[config.mk]
export PLATFORM = sky130hd
export DESIGN_NAME = cascade_intc
export DESIGN_NICKNAME = d
export VERILOG_FILES = /design/src/rtl/intc_pkg.sv /design/src/rtl/intc_sync.sv /design/src/rtl/intc_detect.sv /design/src/rtl/intc_regs.sv /design/src/rtl/cascade_intc.sv
export SDC_FILE = /design/constraint.sdc
export NUM_CORES = 1
export LEC_CHECK = 0
export BUFFER_PORTS_ARGS = -buffer_cell sky130_fd_sc_hd__buf_2
export CAP_MARGIN = 5
export CORE_MARGIN = 2
export CORE_UTILIZATION = 65
export CTS_CLUSTER_DIAMETER = 200
export DETAILED_ROUTE_END_ITERATION = 8
export PLACE_DENSITY = 0.85
export SYNTH_ARGS = -nofsm -noshare
export SYNTH_HDL_FRONTEND = slang
export SYNTH_SLANG_ARGS = --single-unit
[constraint.sdc]
create_clock -name clk -period 26.7 [get_ports clk]
set_input_delay 4.005 -clock clk [delete_from_list [all_inputs] [get_ports clk]]
set_output_delay 4.005 -clock clk [all_outputs]
set_load 0.03 [all_outputs]
[src/rtl/intc_pkg.sv]
package intc_pkg;
  localparam int unsigned ADDR_W = 5;
  localparam logic [ADDR_W-1:0] ADR_ENABLE = 5'h00;
  localparam logic [ADDR_W-1:0] ADR_RAW    = 5'h04;
  localparam logic [ADDR_W-1:0] ADR_STATUS = 5'h08;
  localparam logic [ADDR_W-1:0] ADR_POLAR  = 5'h0C;
  localparam logic [ADDR_W-1:0] ADR_TRIG   = 5'h10;
  localparam logic [ADDR_W-1:0] ADR_FAST   = 5'h14;
endpackage

[src/rtl/intc_sync.sv]
module intc_sync #(
  parameter int unsigned W      = 32,
  parameter int unsigned STAGES = 2
) (
  input  logic         clk,
  input  logic         rst_n,
  input  logic [W-1:0] d_i,
  output logic [W-1:0] q_o
);
  logic [W-1:0] stage_q [STAGES];

  always_ff @(posedge clk or negedge rst_n) begin
    if (!rst_n) begin
      for (int s = 0; s < STAGES; s++) stage_q[s] <= '0;
    end else begin
      stage_q[0] <= d_i;
      for (int s = 1; s < STAGES; s++) stage_q[s] <= stage_q[s-1];
    end
  end

  assign q_o = stage_q[STAGES-1];
endmodule

[src/rtl/intc_detect.sv]
module intc_detect #(
  parameter int unsigned W = 32
) (
  input  logic         clk,
  input  logic         rst_n,
  input  logic [W-1:0] lvl_i,
  input  logic [W-1:0] trig_i,
  input  logic [W-1:0] pol_i,
  input  logic [W-1:0] clr_i,
  output logic [W-1:0] status_o
);
  logic [W-1:0] prev_q, pend_q, pend_d;
  logic [W-1:0] qual, hit;

  // Per-source qualification and edge detection
  for (genvar g = 0; g < W; g++) begin : g_src
    always_comb begin
      qual[g] = ~(lvl_i[g] ^ pol_i[g]);
      hit[g]  = trig_i[g] & (pol_i[g] ? (lvl_i[g] & ~prev_q[g])
                                      : (~lvl_i[g] & prev_q[g]));
    end
  end

  // Next state: a new edge wins over a clear
  always_comb begin
    pend_d = trig_i & (hit | (pend_q & ~clr_i));
  end

  always_ff @(posedge clk or negedge rst_n) begin
    if (!rst_n) begin
      prev_q <= '0;
      pend_q <= '0;
    end else begin
      prev_q <= lvl_i;
      pend_q <= pend_d;
    end
  end

  assign status_o = (trig_i & pend_q) | (~trig_i & qual);

  AST_EDGE_LATCHES: assert property (@(posedge clk) disable iff (!rst_n)
    (hit != '0) |=> (($past(hit) & ~pend_q) == '0));
  AST_ZERO_KEEPS: assert property (@(posedge clk) disable iff (!rst_n)
    ((pend_q & ~clr_i & trig_i) != '0) |=> (($past(pend_q & ~clr_i & trig_i) & ~pend_q) == '0));
  AST_LEVEL_NO_LATCH: assert property (@(posedge clk) disable iff (!rst_n)
    1'b1 |=> ((pend_q & $past(~trig_i)) == '0));
endmodule

[src/rtl/intc_regs.sv]
module intc_regs
  import intc_pkg::*;
#(
  parameter int unsigned W = 32
) (
  input  logic              clk,
  input  logic              rst_n,
  input  logic              wr_i,
  input  logic              rd_i,
  input  logic [ADDR_W-1:0] addr_i,
  input  logic [W-1:0]      wdata_i,
  input  logic [W-1:0]      raw_i,
  input  logic [W-1:0]      status_i,
  output logic [W-1:0]      en_o,
  output logic [W-1:0]      pol_o,
  output logic [W-1:0]      trig_o,
  output logic [W-1:0]      fast_o,
  output logic [W-1:0]      clr_o,
  output logic [W-1:0]      rdata_o
);
  logic [W-1:0] en_q, pol_q, trig_q, fast_q, rdata_q;
  logic [W-1:0] en_d, pol_d, trig_d, fast_d, rdata_d;

  always_comb begin
    en_d   = en_q;
    pol_d  = pol_q;
    trig_d = trig_q;
    fast_d = fast_q;
    clr_o  = '0;
    if (wr_i) begin
      case (addr_i)
        ADR_ENABLE: en_d   = wdata_i;
        ADR_STATUS: clr_o  = wdata_i;
        ADR_POLAR:  pol_d  = wdata_i;
        ADR_TRIG:   trig_d = wdata_i;
        ADR_FAST:   fast_d = wdata_i;
        default:    ;
      endcase
    end
  end

  always_comb begin
    rdata_d = rdata_q;
    if (rd_i) begin
      case (addr_i)
        ADR_ENABLE: rdata_d = en_q;
        ADR_RAW:    rdata_d = raw_i;
        ADR_STATUS: rdata_d = status_i;
        ADR_POLAR:  rdata_d = pol_q;
        ADR_TRIG:   rdata_d = trig_q;
        ADR_FAST:   rdata_d = fast_q;
        default:    rdata_d = '0;
      endcase
    end
  end

  always_ff @(posedge clk or negedge rst_n) begin
    if (!rst_n) begin
      en_q    <= '0;
      pol_q   <= '1;
      trig_q  <= '0;
      fast_q  <= '0;
      rdata_q <= '0;
    end else begin
      en_q    <= en_d;
      pol_q   <= pol_d;
      trig_q  <= trig_d;
      fast_q  <= fast_d;
      rdata_q <= rdata_d;
    end
  end

  assign en_o    = en_q;
  assign pol_o   = pol_q;
  assign trig_o  = trig_q;
  assign fast_o  = fast_q;
  assign rdata_o = rdata_q;

  AST_READ_HOLD: assert property (@(posedge clk) disable iff (!rst_n)
    !rd_i |=> $stable(rdata_o));
  AST_ENABLE_ONLY_ON_WRITE: assert property (@(posedge clk) disable iff (!rst_n)
    !(wr_i && addr_i == ADR_ENABLE) |=> $stable(en_o));
endmodule

[src/rtl/cascade_intc.sv]
module cascade_intc
  import intc_pkg::*;
#(
  parameter int unsigned NSRC        = 32,
  parameter int unsigned SYNC_STAGES = 2
) (
  input  logic              clk,
  input  logic              rst_n,
  input  logic [NSRC-1:0]   src_i,
  input  logic              wr_en_i,
  input  logic              rd_en_i,
  input  logic [ADDR_W-1:0] addr_i,
  input  logic [NSRC-1:0]   wdata_i,
  output logic [NSRC-1:0]   rdata_o,
  output logic              irq_o,
  output logic              fiq_o
);
  logic [1:0]      rst_sq;
  logic            rst_int_n;
  logic [NSRC-1:0] lvl, status, en, pol, trig, fast, clr;

  // Asynchronous assert, synchronous release
  always_ff @(posedge clk or negedge rst_n) begin
    if (!rst_n) rst_sq <= '0;
    else        rst_sq <= {rst_sq[0], 1'b1};
  end
  assign rst_int_n = rst_sq[1];

  intc_sync #(.W(NSRC), .STAGES(SYNC_STAGES)) u_sync (
    .clk(clk), .rst_n(rst_int_n), .d_i(src_i), .q_o(lvl)
  );

  intc_detect #(.W(NSRC)) u_detect (
    .clk(clk), .rst_n(rst_int_n), .lvl_i(lvl), .trig_i(trig),
    .pol_i(pol), .clr_i(clr), .status_o(status)
  );

  intc_regs #(.W(NSRC)) u_regs (
    .clk(clk), .rst_n(rst_int_n), .wr_i(wr_en_i), .rd_i(rd_en_i),
    .addr_i(addr_i), .wdata_i(wdata_i), .raw_i(lvl), .status_i(status),
    .en_o(en), .pol_o(pol), .trig_o(trig), .fast_o(fast), .clr_o(clr),
    .rdata_o(rdata_o)
  );

  assign irq_o = |(status & en & ~fast);
  assign fiq_o = |(status & en & fast);

  AST_IRQ_NEEDS_ENABLE: assert property (@(posedge clk) disable iff (!rst_int_n)
    ((en & ~fast) == '0) |-> !irq_o);
  AST_FIQ_NEEDS_FAST: assert property (@(posedge clk) disable iff (!rst_int_n)
    ((en & fast) == '0) |-> !fiq_o);
endmodule

Word-level counts from Yosys, hierarchy flattened
Cells that the tools add are included.
{"block": "totals", "wordCells": 293, "input_bits": 73, "output_inout_bits": 34, "regBits": 290}
{"block": "classes", "reduce_logical": 7, "bitwise_logic": 236, "mux": 35, "eq_ne": 5}
{"op": "32-bit bitwise AND", "n": 7}
{"op": "32-bit one-hot mux with 6 select lines", "n": 1}
{"op": "1-bit bitwise AND", "n": 96}
{"op": "1-bit inverter", "n": 96}
{"op": "32-bit inverter", "n": 3}
{"op": "32-bit two-way mux", "n": 2}
{"op": "32-bit bitwise OR", "n": 2}
{"op": "32-bit OR reduction", "n": 2}
{"op": "1-bit two-way mux", "n": 32}
{"op": "1-bit XOR", "n": 32}
{"op": "5-bit by 4-bit == test with 1-bit output (second input constant)", "n": 2}
{"op": "5-bit == test (second input constant)", "n": 2}
{"op": "2-bit AND reduction", "n": 4}
{"op": "5-bit by 3-bit == test with 1-bit output (second input constant)", "n": 1}
{"op": "5-bit logical NOT", "n": 1}

Depth between registers and ports, before layout
Gate-level depths: netlist (run 1).
{"block": "logic_depth", "word_depth": 7, "mapped_depth": 9, "mapped_depth_nobuf": 5}

Modules after synthesis
A second synthesis (run 1) with hierarchy kept.
{"block": "unflattened", "hier_cells": 1058, "hier_area_um2": 13437.9}
{"mod": "intc_regs", "area_per_inst_um2": 7855.0, "cells_per_inst": 608, "n_inst": 1, "seq_area_each_um2": 4043.9}
{"mod": "intc_detect", "area_per_inst_um2": 3203.1, "cells_per_inst": 256, "n_inst": 1, "seq_area_each_um2": 1601.5}
{"mod": "intc_sync", "area_per_inst_um2": 1841.8, "cells_per_inst": 96, "n_inst": 1, "seq_area_each_um2": 1601.5}
{"mod": "cascade_intc", "area_per_inst_um2": 538.0, "cells_per_inst": 98, "n_inst": 1, "seq_area_each_um2": 50.0}

Worst setup path after synthesis (run 1)
OpenSTA, ideal clock, no wires.
{"block": "synth_path", "kind": "reg2out", "startpoint": "register u_regs.pol_q[18] (netlist: u_regs.pol_o[18])", "endpoint": "output irq_o", "t_arrival_ns": 1.882, "setup_slack_ns": 20.813, "path_buffers": 0, "required_time_ns": 22.695, "stages_incl_launch_ff": 6, "path_cell_list": "dfstp_2 xor2_1 nor4b_1 a2111oi_2 nand4_1 or4_1"}
{"block": "synth_via", "elab_chain_cells": 7}
{"element": "from (decl)", "line_no": "intc_regs.sv:21", "text": "logic [W-1:0] en_q, pol_q, trig_q, fast_q, rdata_q;"}
{"element": "from (signal assigned)", "line_no": "intc_regs.sv:66", "text": "pol_q <= pol_d;"}
{"element": "1-bit XOR", "line_no": "intc_detect.sv:18", "text": "qual[g] = ~(lvl_i[g] ^ pol_i[g]);"}
{"element": "1-bit inverter", "line_no": "intc_detect.sv:18"}
{"element": "32-bit bitwise AND", "line_no": "intc_detect.sv:39", "text": "assign status_o = (trig_i & pend_q) | (~trig_i & qual);"}
{"element": "32-bit bitwise OR", "line_no": "intc_detect.sv:39"}
{"element": "32-bit bitwise AND (2 in a row)", "line_no": "cascade_intc.sv:45", "text": "assign irq_o = |(status & en & ~fast);"}
{"element": "32-bit OR reduction", "line_no": "cascade_intc.sv:45"}
{"element": "to (decl)", "line_no": "cascade_intc.sv:15", "text": "output logic irq_o,"}
Every way passes these cells.

Worst setup path in the final report (run 1)
{"block": "layout_path", "startpoint": "register u_regs.pol_q[8] (netlist: u_regs.pol_o[8])", "endpoint": "output irq_o"}
The elaborated chain is that of the path after synthesis.

==> results of run 1 <==
==> power groups by stage <==
| stage | Clock (mW) | Combinational, mW | Sequential, mW |
|---|---|---|---|
| global placement | 0 | 0.157 | 0.576 |
| finish | 0.387 | 0.166 | 0.579 |
| global route | 0.410 | 0.181 | 0.588 |
| detailed placement | 0 | 0.164 | 0.582 |
| floorplan | 0 | 0.114 | 0.570 |
| CTS | 0.390 | 0.165 | 0.575 |
==> state kept, by name, indices dropped and copies added (netlist names) <==
register and flops:
u_detect.pend_q 32, u_detect.prev_q 32, u_regs.en_o 32, u_regs.fast_o 32, u_regs.pol_o 32, u_regs.rdata_o 32
u_regs.trig_o 32, u_sync.q_o 32, u_sync.stage_q 32, rst_sq 2
==> synthesized netlist by cell type, types with 4 or more instances <==
cell type / number / area (sq um)
sky130_fd_sc_hd__dfstp_2: 32 / 841
sky130_fd_sc_hd__nor2_1: 73 / 274
sky130_fd_sc_hd__inv_1: 25 / 93.8
sky130_fd_sc_hd__clkbuf_1: 23 / 86.3
sky130_fd_sc_hd__o21a_1: 37 / 278
sky130_fd_sc_hd__o21ai_0: 63 / 315
sky130_fd_sc_hd__nand4_1: 30 / 188
sky130_fd_sc_hd__o22a_1: 8 / 70.1
sky130_fd_sc_hd__o211ai_1: 9 / 67.6
sky130_fd_sc_hd__a31oi_1: 23 / 144
sky130_fd_sc_hd__nand2_1: 120 / 450
sky130_fd_sc_hd__nor3_1: 15 / 75.1
sky130_fd_sc_hd__a22oi_1: 10 / 75.1
sky130_fd_sc_hd__dfrtp_1: 258 / 6460
sky130_fd_sc_hd__nand4b_1: 10 / 87.6
sky130_fd_sc_hd__nor4_1: 7 / 43.8
sky130_fd_sc_hd__nand2b_1: 8 / 50.1
sky130_fd_sc_hd__a21oi_1: 40 / 200
sky130_fd_sc_hd__a21boi_0: 32 / 240
sky130_fd_sc_hd__a2111oi_2: 4 / 60.1
sky130_fd_sc_hd__or3_1: 5 / 31.3
sky130_fd_sc_hd__o2111ai_1: 6 / 52.6
sky130_fd_sc_hd__and2_1: 5 / 31.3
sky130_fd_sc_hd__nand3_1: 22 / 110
sky130_fd_sc_hd__nor4b_1: 23 / 201
sky130_fd_sc_hd__o22ai_1: 10 / 62.6
sky130_fd_sc_hd__xor2_1: 27 / 236
sky130_fd_sc_hd__buf_2: 29 / 145
sky130_fd_sc_hd__mux2_2: 126 / 1420
sky130_fd_sc_hd__a222oi_1: 13 / 130
sky130_fd_sc_hd__mux2i_1: 16 / 160
sky130_fd_sc_hd__a221oi_1: 22 / 193
==> routing by layer <==
metal | vias up | share of wire (%) | track usage, %
li1 | 4541 | - | -
met1 | 5097 | 39 | 45.4
met2 | 613 | 48 | 52.6
met3 | 105 | 9.4 | 6.06
met4 | 0 | 4.2 | 13.8
met5 | - | 0 | 0
==> area by class of cell <==
| cell class | instances | area [sq um] | share of cell area (%) |
|---|---|---|---|
| diodes | 1 | 2.50 | 0.0169 |
| clock buffers | 43 | 828 | 5.58 |
| clock inverters | 9 | 72.6 | 0.489 |
| inverters | 26 | 97.6 | 0.658 |
| multi-input cells | 804 | 5580 | 37.6 |
| flip-flops and latches | 290 | 7300 | 49.2 |
| well taps | 270 | 338 | 2.28 |
| repair buffers | 117 | 613 | 4.13 |
==> cell families (layout without fill, tap and decap cells) <==
kind of cell,count (synthesis),in the layout
compound gates,288,288
xor+xnor,30,30
mux,144,144
buf+inv,80,195
flops,290,290
other cells,1,2
simple gates,341,341
==> per-stage QoR <==
step / instance area [sq um] / setup WS, ns
5_1_grt: 14800 / 19.48
6_report: 14800 / 19.56
3_5_place_dp: 13900 / 19.73
2_1_floorplan: 13200 / 18.08
3_3_place_gp: 13900 / 19.82
4_1_cts: 14800 / 19.67
==> path summary, 6_finish.rpt <==
path	depth (start not counted)	endpoint
max in group asynchronous	1	rst_sq[1]
min	0	u_sync.stage_q[55]
max reg2reg	2	u_detect.prev_q[18]
min in group clk	0	u_sync.q_o[3]
min reg2reg	0	u_sync.stage_q[55]
max	6	irq_o
==> impl_summary.txt, run 1 <==
----------------------------------------------------
[Status]
  Outcome ... completed

[Floorplan]
  DIE AREA ... 21500 sq um
  Starting utilization of the core area ... 65.8%
  Top Ports ... 107
  Die X-Extent ... 147 um
  Area of the placeable core ... 20100 sq um
  Height of the die ... 147 um
  Total number of placement rows ... 52

[Power]
  Overall power consumption ... 1.13 mW
  Worst-case vdd ir drop ... 0.0623 mV
  Standby leakage power ... 6.41 nW
  Part of the total power dissipated in sequential elements ... 51.1%
  Cell internal power dissipation ... 802 uW
  Total power divided by cell area ... 76.3 nW/um^2
  Relative contribution of the clock network to total power ... 34.2%
  Switching power of the nets ... 331 uW
  Logic gate share of total power ... 14.7%
  Fraction of power spent switching nets ... 29.2%

[Worst setup path]
  CP endpoint kind ... output port
  Largest delay contributor family on the critical path ... simple AND/OR/NAND/NOR gates
  Type of element launching the critical path ... flop
  Critical register-to-register path startpoint ... rst_sq[1]
  Highest cell delay on the worst timing path ... 0.75 ns
  Req. time, crit path ... 22.69 ns
  Slowest stage cell, crit path ... sky130_fd_sc_hd__a2111oi_0
  CP bufs+invs ... 1
  Critical-path maximum fanout ... 5
  Start point of the critical path ... u_regs.pol_o[8]
  Minimum setup slack among reg-to-reg paths ... 23.95 ns
  Crit path cell chain ... xor2_1 -> nor4b_1 -> a2111oi_0 -> nand4_1 -> or4_1 -> buf_2
  Endpoint arrival time on the critical path ... 3.14 ns
  Category of the critical setup timing path ... flop to output port

[Yosys]
  Post-synthesis compound-gate area fraction ... 15.0%
  Net count after synthesis ... 1247
  Adder-Cell Fraction of Synth Area ... 0%
  Largest family of logic cells by synthesized area ... compound AO/OA/AOI/OAI gates
  Post-synthesis sequential area ratio ... 55.2%
  Count of yosys warnings during synthesis ... 0
  Register bit count reported by yosys ... 290
  Number of synthesized flops with an enable pin ... 0
  Most used flip-flop cell after synthesis ... sky130_fd_sc_hd__dfrtp_1
  Number of cells produced by synthesis ... 1174
  Synthesized area divided by synthesized cell count ... 11.3 sq um
  Number of distinct library cell variants in the gate-level netlist after synthesis ... 56
  Post-synth design cell area ... 13200 sq um
  Synthesized-area fraction occupied by xor and xnor cells ... 1.99%
  Simple-gate area share of the yosys netlist ... 13.1%
  Fraction of registers with async set or reset after synthesis ... 100%
  Multiplexer fraction of the synthesized cell area ... 12.1%

[Detailed routing]
  Overall routed net length ... 35100 um
  Drt wl/cell ... 22.5 um
  Remaining design rule violation count ... 0
  Antenna-violating nets left ... 0
  Via-per-instance ratio ... 6.64
  Detailed Routing Iterations Pass 1 ... 6
  Via total after detailed routing ... 10356
  DRC violation total after the first TritonRoute iteration ... 1200

[Clock network]
  Clock Pin Slew Worst Setup and Hold Paths ... 0.06 ns
  Number of instances resized during post-cts repair ... 0
  CTS tree ... built
  CTS sink cnt ... 290
  Total CTS buffers ... 29
  Post-cts hold buffer count ... 0
  Clock latency at the later pin of the worst-skew pair ... 0.55 ns
  Clk root buf ... sky130_fd_sc_hd__clkbuf_16
  CTS max path bufs ... 3
  Max H-tree Level ... 1
  Post-CTS setup buffer count ... 0

[Finish]
  Layout area overhead ... 12.2%
  Filler Cell Count ... 1318
  Fraction of layout instances using a drive strength above 1 ... 25.6%
  Highest-count cells in the layout ignoring fill and taps ... sky130_fd_sc_hd__dfrtp_1, sky130_fd_sc_hd__mux2_2, sky130_fd_sc_hd__nand2_1
  Layout Cells excl Fill ... 1560
  Total Nets Final ... 1341
  Fin util ... 73.8%
  Leading cell type in the layout, fill and taps excluded ... sky130_fd_sc_hd__dfrtp_1

[Placed design]
  Input/output buffers ... 106
  Number of cells in the design after placement ... 1507
  Half-perimeter wire length after detailed placement ... 23000 um
  Final weighted congestion of routability-driven global placement ... 0.945

[STA]
  Final hold slack ... 0.338 ns
  Actual transition at the worst max-transition pin ... 1.20 ns
  Setup repair after global routing missed its margin ... false
  Max frequency ... 140 MHz
  Max_slew headroom ... 19.7%
  Period Utilization, post-route ... 26.7%
  Tmin final ... 7.14 ns
  Setup TNS ... 0 ns
  Slew Viols, Final ... 0
  Final hold violation count ... 0
  Worst clock skew ... 0.00965 ns
  Setup violators final ... 0

[Global route]
  Global-route wire length before repair ... 55700 um
  Pin count of the biggest net entering global routing ... 85
  Global routing usage summed across all routing layers ... 33.1%
  Number of global-route vias before repair ... 10134
  Number of antenna violations at the first check in global routing ... 0
  Sum of overflow across all layers after global routing ... 0

[Run]
  Max-cap check violation count ... 0

[Worst hold path]
  Type of the tightest min-delay check ... flop to asynchronous set/reset pin

----------------------------------------------------
Note: power is estimated with default switching activity, not from simulation.
==> run 2: changes to the inputs <==
--- a/config.mk
+++ b/config.mk
@@ -8,10 +8,10 @@
 export BUFFER_PORTS_ARGS = -buffer_cell sky130_fd_sc_hd__buf_2
 export CAP_MARGIN = 5
 export CORE_MARGIN = 2
-export CORE_UTILIZATION = 65
+export CORE_UTILIZATION = 54
 export CTS_CLUSTER_DIAMETER = 200
 export DETAILED_ROUTE_END_ITERATION = 8
-export PLACE_DENSITY = 0.85
+export PLACE_DENSITY = 0.75
 export SYNTH_ARGS = -nofsm -noshare
 export SYNTH_HDL_FRONTEND = slang
 export SYNTH_SLANG_ARGS = --single-unit
==> constraint.sdc (replaced) <==
create_clock -name clk -period 6.05 [get_ports clk]
set_input_delay 0.9075 -clock clk [delete_from_list [all_inputs] [get_ports clk]]
set_output_delay 0.9075 -clock clk [all_outputs]
set_load 0.03 [all_outputs]
==> run 2 against run 1 <==
Effect of this change: first-iteration DRC count shrank 18%; critical endpoint unchanged; design area is 1.6% higher; largest power group unchanged; cell count grew 3.7%; critical path type unchanged.
==> impl_summary.txt, run 2 (same netlist as run 1, synthesis figures left out) <==
----------------------------------------------------
[Status]
  Outcome ... completed (unchanged)

[Detailed routing]
  Detailed Routing Iterations Pass 1 ... 8 (was 6)
  Via total after detailed routing ... 10004 (was 10356)
  Remaining design rule violation count ... 0 (unchanged)
  Antenna-violating nets left ... 0 (unchanged)
  Overall routed net length ... 35100 um (about the same)
  Via-per-instance ratio ... 6.18 (was 6.64)
  Drt wl/cell ... 21.7 um (was 22.5 um)
  DRC violation total after the first TritonRoute iteration ... 981 (was 1200)

[Clock network]
  CTS tree ... built (unchanged)
  CTS max path bufs ... 3 (unchanged)
  Max H-tree Level ... 1 (unchanged)
  Clk root buf ... sky130_fd_sc_hd__clkbuf_16 (unchanged)
  Post-cts hold buffer count ... 0 (unchanged)
  Clock Pin Slew Worst Setup and Hold Paths ... 0.06 ns (about the same)
  Clock latency at the later pin of the worst-skew pair ... 0.56 ns (was 0.55 ns)
  Post-CTS setup buffer count ... 0 (unchanged)
  CTS sink cnt ... 290 (unchanged)
  Total CTS buffers ... 31 (was 29)
  Number of instances resized during post-cts repair ... 0 (unchanged)

[Finish]
  Total Nets Final ... 1342 (was 1341)
  Fraction of layout instances using a drive strength above 1 ... 26.1% (was 25.6%)
  Combined area of the multi-input logic cells ... 5590 sq um (was 5580 sq um)
  Sequential cell area ... 7300 sq um (unchanged)
  Filler Cell Count ... 1930 (was 1318)
  Leading cell type in the layout, fill and taps excluded ... sky130_fd_sc_hd__dfrtp_1 (unchanged)
  Fin util ... 62.4% (was 73.8%)
  Layout area overhead ... 14.0% (was 12.2%)
  Highest-count cells in the layout ignoring fill and taps ... sky130_fd_sc_hd__dfrtp_1, sky130_fd_sc_hd__mux2_2, sky130_fd_sc_hd__nand2_1 (unchanged)

[Power]
  Worst-case vdd ir drop ... 0.263 mV (was 0.0623 mV)
  Overall power consumption ... 5.21 mW (was 1.13 mW)
  Total power divided by cell area ... 345 nW/um^2 (was 76.3 nW/um^2)
  Standby leakage power ... 6.49 nW (was 6.41 nW)

[Floorplan]
  Top Ports ... 107 (unchanged)
  Total number of placement rows ... 57 (was 52)
  DIE AREA ... 25800 sq um (was 21500 sq um)
  Height of the die ... 160 um (was 147 um)
  Starting utilization of the core area ... 54.7% (was 65.8%)
  Die X-Extent ... 160 um (was 147 um)
  Area of the placeable core ... 24200 sq um (was 20100 sq um)

[Placed design]
  Final weighted congestion of routability-driven global placement ... 0.875 (was 0.945)
  Half-perimeter wire length after detailed placement ... 22300 um (was 23000 um)
  Post-place setup slack ... 2.16 ns (was 19.73 ns)
  Input/output buffers ... 106 (unchanged)

[Worst setup path]
  Crit path cell chain ... xor2_1 -> nor4b_1 -> a2111oi_0 -> nand4_1 -> or4_1 -> buf_2 (unchanged)
  Req. time, crit path ... 5.14 ns (was 22.69 ns)
  CP endpoint kind ... output port (unchanged)
  Endpoint arrival time on the critical path ... 3.44 ns (was 3.14 ns)
  Type of element launching the critical path ... flop (unchanged)
  Slowest stage cell, crit path ... sky130_fd_sc_hd__a2111oi_0 (unchanged)
  Highest cell delay on the worst timing path ... 1.01 ns (was 0.75 ns)
  CP bufs+invs ... 1 (unchanged)
  Category of the critical setup timing path ... flop to output port (unchanged)
  Largest delay contributor family on the critical path ... compound AO/OA/AOI/OAI gates (was simple AND/OR/NAND/NOR gates)
  Critical-path maximum fanout ... 5 (unchanged)

[STA]
  Worst path setup slack after routing ... 1.70 ns (was 19.56 ns)
  Worst clock skew ... 0.0142 ns (was 0.00965 ns)
  Tmin final ... 4.35 ns
  Slew Viols, Final ... 0 (unchanged)
  Setup repair after global routing missed its margin ... false (unchanged)
  Actual transition at the worst max-transition pin ... 1.21 ns (was 1.20 ns)
  Max_slew headroom ... 19.3% (was 19.7%)
  Period Utilization, post-route ... 71.9%
  Max frequency ... 230 MHz
  Setup TNS ... 0 ns (unchanged)
  Setup violators final ... 0 (unchanged)
  Final hold violation count ... 0 (unchanged)

[Worst hold path]
  Type of the tightest min-delay check ... input pin to asynchronous set/reset pin (was flop to asynchronous set/reset pin)

[Global route]
  Number of antenna violations at the first check in global routing ... 1 (was 0)
  Global-route wire length before repair ... 54000 um (was 55700 um)
  Global routing usage summed across all routing layers ... 27.2% (was 33.1%)
  Number of global-route vias before repair ... 9587 (was 10134)
  Pin count of the biggest net entering global routing ... 186 (was 85)
  Sum of overflow across all layers after global routing ... 0 (unchanged)

[Run]
  Max-cap check violation count ... 0 (unchanged)

----------------------------------------------------
==> run 2: power by group <==
part           total (mW)  leakage, nW  switching, mW  internal [mW]
Sequential           2.54         3.54          0.328           2.21
Combinational       0.725         2.43          0.382          0.344
Clock                1.94        0.524          0.753           1.19
==> run 2: through the flow <==
step | cell area, sq um | std cells | hold slack [ns]
finish | 15100 | 1618 | 0.134
global route | 15100 | 1617 | 0.121
CTS | 15100 | 1617 | 0.115
detailed placement | 14000 | 1560 | 0.312
global placement | 14000 | 1560 | 0.319
floorplan | 13200 | 1174 | 0.331
==> run 2: layout make-up <==
class                           instances  area share [%]
Clock inverter                          9           0.838
Inverter                               26           0.647
Sequential cell                       290            48.4
Timing Repair Buffer                  116            4.10
Multi-Input combinational cell        804            37.0
Tap cell                              324            2.69
Clock buffer                           48            6.23
Antenna cell                            1          0.0166
==> run 2: path summary, 6_finish.rpt <==
path	cells after the start	slack [ns]	end	start
min reg2reg	0	0.29	u_sync.q_o[1]	rst_sq[1]
max	6	1.70	irq_o	u_regs.pol_o[8]
max in group asynchronous	1	4.31	u_regs.trig_o[17]	rst_sq[1]
max reg2reg	1	4.31	u_regs.trig_o[17]	rst_sq[1]
min	1	0.13	rst_sq[1]	rst_n
min in group clk	0	0.34	u_sync.q_o[7]	u_sync.stage_q[39]
==> run 2: metal layers <==
metal / GRT usage (%) / up-vias / wire, um
li1: - / 4555 / -
met1: 37.3 / 4945 / 14900
met2: 43.2 / 419 / 16100
met3: 4.86 / 85 / 2700
met4: 11.0 / 0 / 1370
met5: 0 / - / 0
==> run 3: changes to the inputs <==
==> constraint.sdc (replaced) <==
create_clock -name clk -period 3.55 [get_ports clk]
set_input_delay 0.5325 -clock clk [delete_from_list [all_inputs] [get_ports clk]]
set_output_delay 0.5325 -clock clk [all_outputs]
set_load 0.03 [all_outputs]
==> run 3 against run 2 <==
Effect of this change: non-clock buffer count rose by 15; flip-flop and latch count is the same; via count is 2.2% higher; total power up 75%; setup slack got worse by 1.6 ns; critical path depth unchanged; clock power rose by 80%; register-to-register slack got worse by 2.5 ns; clock-buffer cell count shrank 12; largest power group unchanged; global-route usage grew 1.7 points; design area grew 1.7%; sequential share of layout area fell by 0.80 points.
==> impl_summary.txt, run 3 (same netlist as run 1, synthesis figures left out) <==
----------------------------------------------------
[Placed design]
  Input/output buffers ... 106 (unchanged)
  Half-perimeter wire length after detailed placement ... 24300 um (was 22300 um)
  Final weighted congestion of routability-driven global placement ... 0.918 (was 0.875)
  Post-place setup slack ... 0.706 ns (was 2.16 ns)
  Post-Place Cell Area ... 14200 sq um (was 14000 sq um)

[Worst setup path]
  Endpoint arrival time on the critical path ... 2.89 ns (was 3.44 ns)
  CP endpoint kind ... output port (unchanged)
  Minimum setup slack among reg-to-reg paths ... 1.83 ns (was 4.31 ns)
  Req. time, crit path ... 3.02 ns (was 5.14 ns)
  Category of the critical setup timing path ... flop to output port (unchanged)
  Type of element launching the critical path ... flop (unchanged)
  Critical-path maximum fanout ... 5 (unchanged)

[Finish]
  Highest-count cells in the layout ignoring fill and taps ... sky130_fd_sc_hd__dfrtp_1, sky130_fd_sc_hd__mux2_2, sky130_fd_sc_hd__nand2_1 (unchanged)
  Layout area overhead ... 15.9% (was 14.0%)
  Final standard cell area without fillers ... 15300 sq um (was 15100 sq um)
  Fraction of layout instances using a drive strength above 1 ... 27.2% (was 26.1%)
  Filler Cell Count ... 1909 (was 1930)
  Total Nets Final ... 1356 (was 1342)
  Leading cell type in the layout, fill and taps excluded ... sky130_fd_sc_hd__dfrtp_1 (unchanged)

[Detailed routing]
  Via total after detailed routing ... 10226 (was 10004)
  Antenna-violating nets left ... 0 (unchanged)
  DRC violation total after the first TritonRoute iteration ... 1065 (was 981)
  Drt wl/cell ... 22.5 um (was 21.7 um)
  Via-per-instance ratio ... 6.27 (was 6.18)
  Remaining design rule violation count ... 0 (unchanged)
  Overall routed net length ... 36700 um (was 35100 um)
  Detailed Routing Iterations Pass 1 ... 7 (was 8)

[STA]
  Max_slew headroom ... 33.8% (was 19.3%)
  Slew Viols, Final ... 0 (unchanged)
  Period Utilization, post-route ... 96.5%
  Tmin final ... 3.43 ns
  Actual transition at the worst max-transition pin ... 0.993 ns (was 1.21 ns)
  Worst clock skew ... 0.00725 ns (was 0.0142 ns)
  Setup violators final ... 0 (unchanged)
  Worst path setup slack after routing ... 0.124 ns (was 1.70 ns)
  Max frequency ... 292 MHz
  Setup TNS ... 0 ns (unchanged)
  Final hold violation count ... 0 (unchanged)
  Setup repair after global routing missed its margin ... false (unchanged)

[Floorplan]
  Total number of placement rows ... 57 (unchanged)
  Height of the die ... 160 um (unchanged)
  Top Ports ... 107 (unchanged)
  Die X-Extent ... 160 um (unchanged)
  Starting utilization of the core area ... 54.7% (unchanged)
  Area of the placeable core ... 24200 sq um (unchanged)
  DIE AREA ... 25800 sq um (unchanged)

[Global route]
  Sum of overflow across all layers after global routing ... 0 (unchanged)
  Number of global-route vias before repair ... 10171 (was 9587)
  Pin count of the biggest net entering global routing ... 69 (was 186)
  Global routing usage summed across all routing layers ... 28.9% (was 27.2%)
  Number of antenna violations at the first check in global routing ... 1 (unchanged)
  Global-route wire length before repair ... 57800 um (was 54000 um)

[Run]
  Max-cap check violation count ... 0 (unchanged)

[Power]
  Worst-case vdd ir drop ... 0.399 mV (was 0.263 mV)
  Standby leakage power ... 6.63 nW (was 6.49 nW)
  Total power divided by cell area ... 593 nW/um^2 (was 345 nW/um^2)

[Status]
  Outcome ... completed (unchanged)

[Clock network]
  Clock Pin Slew Worst Setup and Hold Paths ... 0.06 ns (about the same)
  Clk root buf ... sky130_fd_sc_hd__clkbuf_16 (unchanged)
  Clock latency at the later pin of the worst-skew pair ... 0.56 ns (about the same)
  CTS max path bufs ... 3 (unchanged)
  Post-CTS setup buffer count ... 0 (unchanged)
  Total CTS buffers ... 30 (was 31)
  CTS sink cnt ... 290 (unchanged)
  Max H-tree Level ... 1 (unchanged)
  CTS tree ... built (unchanged)

[Worst hold path]
  Type of the tightest min-delay check ... input pin to flop (was input pin to asynchronous set/reset pin)

----------------------------------------------------
[run 3: cell count changes in the layout (fill, tap and decap cells not counted), moves of 2 or more]
cell,delta
sky130_fd_sc_hd__a2111oi_0,-2
sky130_fd_sc_hd__a2111oi_1,+2
sky130_fd_sc_hd__buf_12,+7
sky130_fd_sc_hd__buf_4,+7
sky130_fd_sc_hd__bufinv_16,+4
sky130_fd_sc_hd__clkbuf_1,-6
sky130_fd_sc_hd__clkbuf_8,-6
sky130_fd_sc_hd__clkinv_2,+7
[run 3: path summary, 6_finish.rpt]
path,from,end,cells past startpoint
max in group asynchronous,rst_sq[1],u_regs.pol_o[12],1
hold reg to reg,u_sync.stage_q[36],u_sync.q_o[4],0
setup reg to reg,u_regs.pol_o[23],u_regs.rdata_o[23],5
hold / removal,src_i[10],u_sync.stage_q[42],1
setup / recovery,u_regs.pol_o[23],irq_o,6
min in group asynchronous,rst_n,rst_sq[1],2
[run 3: per-stage QoR]
| stage | cells | hold WS [ns] | power (mW) | utilization (%) |
|---|---|---|---|---|
| 3_5_place_dp | 1574 | 0.321 | 5.62 | 58.7 |
| 5_1_grt | 1630 | 0.0578 | 9.47 | 63.4 |
| 2_1_floorplan | 1174 | 0.237 | 5.14 | - |
| 3_3_place_gp | 1574 | 0.320 | 5.56 | 58.7 |
| 4_1_cts | 1630 | 0.0616 | 9.12 | 63.3 |
| 6_report | 1631 | 0.0759 | 9.10 | 63.4 |
[run 3: cell type report]
| type | instances | area [sq um] | area share [%] |
|---|---|---|---|
| flip-flops and latches | 290 | 7300 | 47.6 |
| clock buffers | 36 | 835 | 5.44 |
| multi-input cells | 804 | 5590 | 36.5 |
| well taps | 324 | 405 | 2.64 |
| clock inverters | 19 | 274 | 1.79 |
| repair buffers | 131 | 821 | 5.35 |
| diodes | 1 | 2.50 | 0.0163 |
| inverters | 26 | 97.6 | 0.637 |
[run 3: layer usage]
metal / wire [um] / track usage [%]
met2: 16800 / 45.3
met1: 15000 / 40.5
met5: 0 / 0
met4: 1530 / 11.1
met3: 3350 / 5.37
[run 3: repair_timing]
action | in CTS | in global routing
endpoints found under the hold margin | 2 | 0
hold buffers | 1 | 0
endpoints found under the setup margin | 0 | 1
resized for setup | 0 | 3
[run 3: worst max-delay path: stages, from the launching register on]
cell,delay (ns)
sky130_fd_sc_hd__dfstp_2,0.57
sky130_fd_sc_hd__xor2_1,0.30
sky130_fd_sc_hd__nor4b_1,0.14
sky130_fd_sc_hd__a2111oi_1,0.42
sky130_fd_sc_hd__nand4_1,0.19
sky130_fd_sc_hd__or4_1,0.50
sky130_fd_sc_hd__buf_2,0.21
[run 3: power by group]
group          internal [mW]  switching, mW  total [mW]
Combinational          0.605          0.660        1.26
Sequential              3.77          0.576        4.35
Clock                   2.17           1.31        3.49
